File: src/rtl/mbx_pkg.sv
package mbx_pkg;
    localparam int unsigned MBX_NSLOT = 8;
    localparam int unsigned MBX_NWORD = 16;
    localparam int unsigned MBX_DW    = 32;

    typedef enum logic {
        XFER_INDEXED = 1'b0,
        XFER_STRICT  = 1'b1
    } xfer_mode_e;

    function automatic logic [MBX_NSLOT-1:0] slot_onehot(input int unsigned idx, input logic en);
        logic [MBX_NSLOT-1:0] v;
        v = '0;
        if (en) v[idx] = 1'b1;
        return v;
    endfunction
endpackage

File: src/rtl/mbx_store.sv
module mbx_store #(
    parameter int unsigned DEPTH = 128,
    parameter int unsigned DW    = 32,
    localparam int unsigned AW   = $clog2(DEPTH)
) (
    input  logic          clk,
    input  logic          we,
    input  logic [AW-1:0] waddr,
    input  logic [DW-1:0] wdata,
    input  logic [AW-1:0] raddr,
    output logic [DW-1:0] rdata
);
    logic [DW-1:0] mem [DEPTH];

    always_ff @(posedge clk) begin
        if (we) mem[waddr] <= wdata;
    end

    assign rdata = mem[raddr];
endmodule

File: src/rtl/mbx_flags.sv
module mbx_flags #(
    parameter int unsigned NSLOT = 8
) (
    input  logic             clk,
    input  logic             rst,
    input  logic [NSLOT-1:0] set_vec,
    input  logic [NSLOT-1:0] clr_vec,
    output logic [NSLOT-1:0] flags
);
    for (genvar gi = 0; gi < NSLOT; gi++) begin : g_sem
        always_ff @(posedge clk) begin
            if (rst)              flags[gi] <= 1'b0;
            else if (set_vec[gi]) flags[gi] <= 1'b1;
            else if (clr_vec[gi]) flags[gi] <= 1'b0;
        end

        AST_SET_RAISES: assert property (@(posedge clk) disable iff (rst)
            set_vec[gi] |=> flags[gi]);
        AST_SET_WINS: assert property (@(posedge clk) disable iff (rst)
            (set_vec[gi] && clr_vec[gi]) |=> flags[gi]);
        AST_FALL_NEEDS_ACK: assert property (@(posedge clk) disable iff (rst)
            $fell(flags[gi]) |-> $past(clr_vec[gi]));
    end
endmodule

File: src/rtl/mbx_irq_gate.sv
module mbx_irq_gate #(
    parameter int unsigned NSLOT = 8
) (
    input  logic             clk,
    input  logic             rst,
    input  logic [NSLOT-1:0] flags,
    input  logic             mask_wr_en,
    input  logic [NSLOT-1:0] mask_wr_data,
    output logic             irq
);
    logic [NSLOT-1:0] mask_q;

    always_ff @(posedge clk) begin
        if (rst)             mask_q <= '0;
        else if (mask_wr_en) mask_q <= mask_wr_data;
    end

    assign irq = |(flags & ~mask_q);

    AST_IRQ_NEEDS_FLAG: assert property (@(posedge clk) disable iff (rst)
        irq |-> (flags != '0));
endmodule

File: src/rtl/mbx_mailbox.sv
module mbx_mailbox
    import mbx_pkg::*;
#(
    parameter int unsigned NSLOT = MBX_NSLOT,
    parameter int unsigned NWORD = MBX_NWORD,
    parameter int unsigned DW    = MBX_DW,
    localparam int unsigned SW   = $clog2(NSLOT),
    localparam int unsigned WW   = $clog2(NWORD),
    localparam int unsigned AW   = SW + WW
) (
    input  logic             clk,
    input  logic             rst,
    input  logic             strict_mode,
    input  logic             wr_en,
    input  logic [SW-1:0]    wr_slot,
    input  logic [WW-1:0]    wr_word,
    input  logic [DW-1:0]    wr_data,
    output logic             wr_err,
    input  logic [SW-1:0]    rd_slot,
    input  logic [WW-1:0]    rd_word,
    output logic [DW-1:0]    rd_data,
    input  logic             ack_en,
    input  logic [SW-1:0]    ack_slot,
    input  logic             mask_wr_en,
    input  logic [NSLOT-1:0] mask_wr_data,
    output logic [NSLOT-1:0] full_flags,
    output logic             irq
);
    xfer_mode_e       mode;
    logic             blocked;
    logic             accept;
    logic             last_word;
    logic [NSLOT-1:0] set_vec;
    logic [NSLOT-1:0] clr_vec;

    assign mode      = xfer_mode_e'(strict_mode);
    assign blocked   = (mode == XFER_STRICT) ? (|full_flags) : full_flags[wr_slot];
    assign accept    = wr_en && !blocked;
    assign last_word = (wr_word == WW'(NWORD - 1));

    always_comb begin
        set_vec = '0;
        clr_vec = '0;
        if (accept && last_word) set_vec[wr_slot] = 1'b1;
        if (ack_en)              clr_vec[ack_slot] = 1'b1;
    end

    always_ff @(posedge clk) begin
        if (rst) wr_err <= 1'b0;
        else     wr_err <= wr_en && blocked;
    end

    mbx_store #(.DEPTH(NSLOT * NWORD), .DW(DW)) u_store (
        .clk   (clk),
        .we    (accept),
        .waddr ({wr_slot, wr_word}),
        .wdata (wr_data),
        .raddr ({rd_slot, rd_word}),
        .rdata (rd_data)
    );

    mbx_flags #(.NSLOT(NSLOT)) u_flags (
        .clk     (clk),
        .rst     (rst),
        .set_vec (set_vec),
        .clr_vec (clr_vec),
        .flags   (full_flags)
    );

    mbx_irq_gate #(.NSLOT(NSLOT)) u_irq (
        .clk          (clk),
        .rst          (rst),
        .flags        (full_flags),
        .mask_wr_en   (mask_wr_en),
        .mask_wr_data (mask_wr_data),
        .irq          (irq)
    );

    AST_REJECT_FULL_SLOT: assert property (@(posedge clk) disable iff (rst)
        (wr_en && full_flags[wr_slot]) |=> wr_err);
    AST_STRICT_REFUSE: assert property (@(posedge clk) disable iff (rst)
        (strict_mode && wr_en && (full_flags != '0)) |=> wr_err);
    AST_ERR_HAS_CAUSE: assert property (@(posedge clk) disable iff (rst)
        wr_err |-> $past(wr_en));
endmodule

File: config.mk
export PLATFORM = sky130hd
export DESIGN_NAME = mbx_mailbox
export DESIGN_NICKNAME = d
export VERILOG_FILES = /design/src/rtl/mbx_pkg.sv /design/src/rtl/mbx_store.sv /design/src/rtl/mbx_flags.sv /design/src/rtl/mbx_irq_gate.sv /design/src/rtl/mbx_mailbox.sv
export SDC_FILE = /design/constraint.sdc
export NUM_CORES = 2
export LEC_CHECK = 0
export ABC_AREA = 1
export CORE_MARGIN = 1.5
export CORE_UTILIZATION = 50
export DETAILED_ROUTE_END_ITERATION = 8
export PLACE_DENSITY = 0.65
export SYNTH_ARGS = -nofsm -noshare
export SYNTH_HDL_FRONTEND = slang
export SYNTH_SLANG_ARGS = --single-unit
File: constraint.sdc
create_clock -name clk -period 5.19 [get_ports clk]
set_input_delay 1.038 -clock clk [delete_from_list [all_inputs] [get_ports clk]]
set_output_delay 1.038 -clock clk [all_outputs]
set_load 0.05 [all_outputs]
# ---- Word-level counts from Yosys, hierarchy flattened
# Memory sizes are Yosys's and may differ from the RTL's.
# Index checks and enable logic that the tools add are counted.
dict set report op_classes {
  n_lt_le_gt_ge 4
  n_eq_ne 1
  n_mux 27
  bitwise_logic 2
  n_reduce_logical 16
}
# operator n
set ops {}
lappend ops {{two-way mux 1 bit} 22}
lappend ops {{two-way mux 8 bit} 2}
lappend ops {{nonzero test 2 bit} 8}
lappend ops {{OR reduction 8 bit} 2}
lappend ops {{bitwise AND 8 bit} 1}
lappend ops {{less-than comparator 3 x 4 -> 1 bit (second input constant)} 2}
lappend ops {{NOT 8 bit} 1}
lappend ops {{demux 1 bit (select 3 bit)} 2}
lappend ops {{>= comparator 3 x 1 -> 1 bit (second input constant)} 2}
lappend ops {{logical AND 1 bit} 5}
lappend ops {{equality test 4 bit (second input constant)} 1}
lappend ops {{binary-select mux 1 bit (select 3 bit)} 1}
lappend ops {{logical NOT 1 bit} 1}
dict set report totals {
  regBits 17
  ramBits 4096
  input_bits 63
  output_inout_bits 42
  wordCells 61
  memories 1
}
# memory words word_bits rd rd_ports_with_merged_regs wr line
set memory_table {}
lappend memory_table {u_store.mem 128 32 1 0 1 mbx_store.sv:13} ;# logic [DW-1:0] mem [DEPTH];

# ---- Depth between registers and ports, before layout
dict set report logic_depth {
  word_depth 8
  depth_mapped 13
  depth_no_buf 10
}

# ---- Modules after synthesis
# Synthesis repeated with hierarchy kept, for this count alone.
dict set report unflattened {
  cells_unflattened 13528
  hier_area_um2 165084.6
}
# module instances cells_per_inst area_per_inst_um2 seq_area_each_um2
set by_module_without_submodules {}
lappend by_module_without_submodules {mbx_store 1 13357 163993.5 122998.0}
lappend by_module_without_submodules {mbx_irq_gate 1 58 401.6 160.2}
lappend by_module_without_submodules {mbx_mailbox 1 72 357.8 20.0}
lappend by_module_without_submodules {mbx_flags 1 41 331.6 160.2}

# ---- Worst setup path after synthesis
# Ideal clock, no wire load.
dict set report synth_timing {
  kind {input-to-reg}
  start {input port wr_slot[0]}
  end {memory u_store.mem[100][0] (enable)}
  setup_ns 0.421
  t_arrival_ns 3.552
  required_time_ns 4.769
  setup_slack_ns 1.217
  path_stages 11
  path_buffers 2
  cell_sequence {buf_2 inv_2 nor2_1 nand2_1 nand2_1 nor2_1 nand3_1 a21oi_4 nand2_1 buf_6 nor2_1}
}
dict set report synth_between {
  elab_chain_len 7
}
# element line
set synth_lines {}
lappend synth_lines {{from (decl)} mbx_mailbox.sv:15} ;# input logic [SW-1:0] wr_slot,
lappend synth_lines {{binary-select mux 1 bit (select 3 bit)} mbx_mailbox.sv:37} ;# assign blocked = (mode == XFER_STRICT) ? (|full_flags) : full_flags[wr_slot];
lappend synth_lines {{two-way mux 1 bit (not written as such)} mbx_mailbox.sv:37}
lappend synth_lines {{two-way mux 1 bit} mbx_mailbox.sv:37}
lappend synth_lines {{logical NOT 1 bit} mbx_mailbox.sv:38} ;# assign accept = wr_en && !blocked;
lappend synth_lines {{logical AND 1 bit} mbx_mailbox.sv:38}
lappend synth_lines {{two-way mux 1 bit} mbx_store.sv:16} ;# if (we) mem[waddr] <= wdata;
lappend synth_lines {{two-way mux 1 bit (not written as such)} mbx_store.sv:16}
lappend synth_lines {{to (decl)} mbx_store.sv:13}
# Several ways; a longest one is shown, not always the timed one. The select of a mux whose other input is x is not followed.

# ---- Final worst setup path
dict set report layout_timing {
  start {input port rd_word[0]}
  end {output port rd_data[24]}
}
dict set report layout_between {
  elab_chain_len 1
}
# element line
set layout_lines {}
lappend layout_lines {{from (decl)} mbx_mailbox.sv:20} ;# input logic [WW-1:0] rd_word,
lappend layout_lines {{memory read (128 x 32 bit)} n/a}
lappend layout_lines {{to (decl)} mbx_mailbox.sv:21} ;# output logic [DW-1:0] rd_data,
# Every way passes these cells.

==> metrics.csv <==
metric,value,unit
cts_hold_buf,0,
worst_setup_path_start_kind,input pin,
synth_seq_area_share,75.1,%
syn-num-nets,13500,
synth_top_family_by_area,simple AND/OR/NAND/NOR gates,
grt_max_degree,122,
dp_cells,17600,
fp-row-count,210,
p_leak,65.5,nW
synthCells,13500,
r2r_start,u_flags.flags[4]$_SDFFE_PP0P_,
whs_endpoint,u_irq.mask_q[1]$_SDFFE_PP0P_,
track_usage,30.0,%
whs,0.468,ns
timing.final.crit_share,103,%
synth_warnings,0,
p_per_area,379,nW/µm²
die_h,576,µm
area_delta_synth_final,14.1,%
synthSimpleGateAreaFrac,22.3,%
finalMaxSlewViolations,0,
cts_setup_buffers,0,
grt.overflow.total,0,
avgSynthCellArea,12.2,µm²
dr.pass1.iters,7,
port_buffers,104,
synth-xor-area-share,0,%
drc,0,
r2r_setup_slack,1.82,ns
drv_cap,0,
place_congestion,0.917,
holdPathStages,2,
hold_viol_final,0,
antenna_found_initial,31,
hpwl,295000,µm
min_from,u_irq.mask_q[1]$_SDFFE_PP0P_,
cts_sinks,4113,
clkTransAtPathRegs,0.06,ns
hp-class,reg2reg,
netlist_area,164000,µm²
initial_core_util,50.2,%
synth-adder-area-share,0,%
cp.arrival,4.30,ns
cts_max_path_buffers,4,
rsz0062_at_grt,false,
fin_cells,18400,
fp.coreArea,327000,µm²
htreeDepth,5,
ys_types,22,
synthMuxAreaShare,0,%
worst_clock_skew,0.0379,ns
dieArea,332000,µm²
grt_pass1_vias,107000,
reg2reg_depth,7,
num-fill-cells,25600,
drtAntennaViolNets,0,
drive_above_1_share,10.2,%
cts_tree,built,
first_iter_violations,16800,
fin_nets,13800,
tightest_slew,1.23,ns
clock_latency,0.97,ns
status,"complete, but fails checks",
ys_ff_latch,4113,
path_class,in2out,
synth_compound_area_share,0.0929,%
path_max_fanout,76,
cts_buffers,418,
multi_input_area,37800,µm²
crit_required,4.15,ns
worstReg2RegEnd,u_store.mem[82][28]$_DFFE_PP_,
die_w,576,µm
vdd_drop_max,0.269,mV
pin_count,105,
clockRootBuffer,clkbuf_16,
seq_area,123000,µm²
vias,112000,
grt_pass1_wl,729000,µm
slew_headroom,17.8,%
setup_ws,-0.149,ns
drt_wl_total,507000,µm
routedWlPerCell,27.5,µm
setup_viol,3,
max_clock_freq,0.187,GHz
setup_tns,-0.240,ns
min_period,5.34,ns
viasPerCell,6.10,
worst_setup_path_end_kind,output port,
failed_checks,setup timing,
## where the power goes
part / internal (mW) / switching, mW
Sequential: 36.6 / 0.0146
Combinational: 1.25 / 3.68
Clock: 16.8 / 12.6
Total: 54.7 / 16.3
## per-layer routing
layer	track usage (%)	share of wire, %	up-vias
met2	45.8	45	7157
met5	0	0.024	-
met1	41.6	38	55300
met3	5.90	12	1079
met4	14.5	5.2	18
li1	-	-	48800
## area by class of cell
type / count / area share (%)
Clock buffer: 515 / 5.87
Timing Repair Buffer: 731 / 4.02
Antenna cell: 16 / 0.0213
Tap cell: 4346 / 2.90
Sequential cell: 4113 / 65.8
Clock inverter: 238 / 1.20
Inverter: 34 / 0.0854
Multi-Input combinational cell: 8417 / 20.1
## stage by stage
stage | setup WS [ns] | cell area, µm² | utilization (%) | power (mW)
floorplan | 1.22 | 164000 | - | 39.6
global placement | -0.0968 | 174000 | 53.2 | 42.0
detailed placement | -0.0975 | 174000 | 53.2 | 42.1
CTS | 0.0136 | 187000 | 57.3 | 71.1
global route | 0.000685 | 188000 | 57.3 | 72.6
finish | -0.149 | 188000 | 57.3 | 71.0
## worst max path at each step
stage / start / endpoint / slack, ns
finish: rd_word[0] / rd_data[24] / -0.15
global route: rd_word[0] / rd_data[25] / 0.0007
CTS: rd_word[0] / rd_data[24] / 0.01
detailed placement: rd_word[0] / rd_data[28] / -0.1
global placement: rd_word[0] / rd_data[28] / -0.1
floorplan: wr_slot[0] / u_store.mem[100][0]$_DFFE_PP_ / 1.22
## registers in the layout, indices dropped and copies added, names as in the netlist
signal and count:
wr_err 1, u_irq.mask_q 8, u_flags.flags 8, u_store.mem 4096
## cells in the mapped netlist
| master | count | area [µm²] |
|---|---|---|
| o2111ai_1 | 1 | 8.76 |
| nand3_1 | 4038 | 20200 |
| o21ai_0 | 1 | 5.00 |
| buf_1 | 145 | 544 |
| nor4_1 | 3 | 18.8 |
| clkbuf_1 | 290 | 1090 |
| buf_2 | 467 | 2340 |
| a211oi_1 | 3 | 22.5 |
| nor2_1 | 145 | 544 |
| inv_2 | 5 | 18.8 |
| nor3_1 | 9 | 45.0 |
| o31ai_1 | 1 | 7.51 |
| o22ai_1 | 2 | 12.5 |
| nand2_1 | 4189 | 15700 |
| edfxtp_1 | 4096 | 123000 |
| a21oi_1 | 16 | 80.1 |
| dfxtp_1 | 17 | 340 |
| a21oi_4 | 1 | 16.3 |
| buf_4 | 5 | 37.5 |
| buf_6 | 7 | 78.8 |
| inv_1 | 29 | 109 |
| nand4_1 | 8 | 50.1 |
## cells in the final DEF, fill, tap and decap left out, types with 3 or more instances in the layout
cell type        netlist  layout
clkinv_8               0       6
nand3_1             4038    4031
inv_6                  0       8
edfxtp_1            4096    4096
clkbuf_16              0     427
clkinv_2               0      82
nor3_1                 9       9
buf_8                  0       3
nor4_1                 3       3
bufinv_16              0      36
diode_2                0      16
dfxtp_1               17      17
buf_4                  5     538
clkinv_16              0       5
nor2_1               145      19
nand2_2                0      12
inv_8                  0       5
a21oi_1               16      16
clkinvlp_4             0       8
a211oi_1               3       3
clkdlybuf4s50_1        0      34
buf_12                 0     152
nand4_1                8       8
nand2_1             4189    4177
inv_1                 29      26
nand3_2                0       7
clkbuf_1             290      88
nor2_4                 0     126
clkinv_1               0      90
## repair_timing
item / in CTS / in global routing
setup endpoints to repair: 6 / 6
cloned: 0 / 0
gates resized for setup: 7 / 5
## critical path, cell delays in order
cell and delay [ns]:
buf_16 0.17, inv_8 0.26, buf_12 0.28, buf_12 0.34
nand2_1 0.12, nand3_1 0.09, nand3_1 0.07, nand3_1 0.07
nand3_1 0.33, nand3_1 0.28, nand3_1 0.42, nand2_1 0.46
buf_12 0.19
## cell families (layout without fill, tap and decap cells)
| group | count (synthesis) | in the layout |
|---|---|---|
| AND/OR/NAND/NOR | 8392 | 8392 |
| buffers and inverters | 948 | 1518 |
| flip-flops | 4113 | 4113 |
| other | 0 | 16 |
| AO/OA/AOI/OAI | 25 | 25 |
Power figures use the tool's default switching activity.
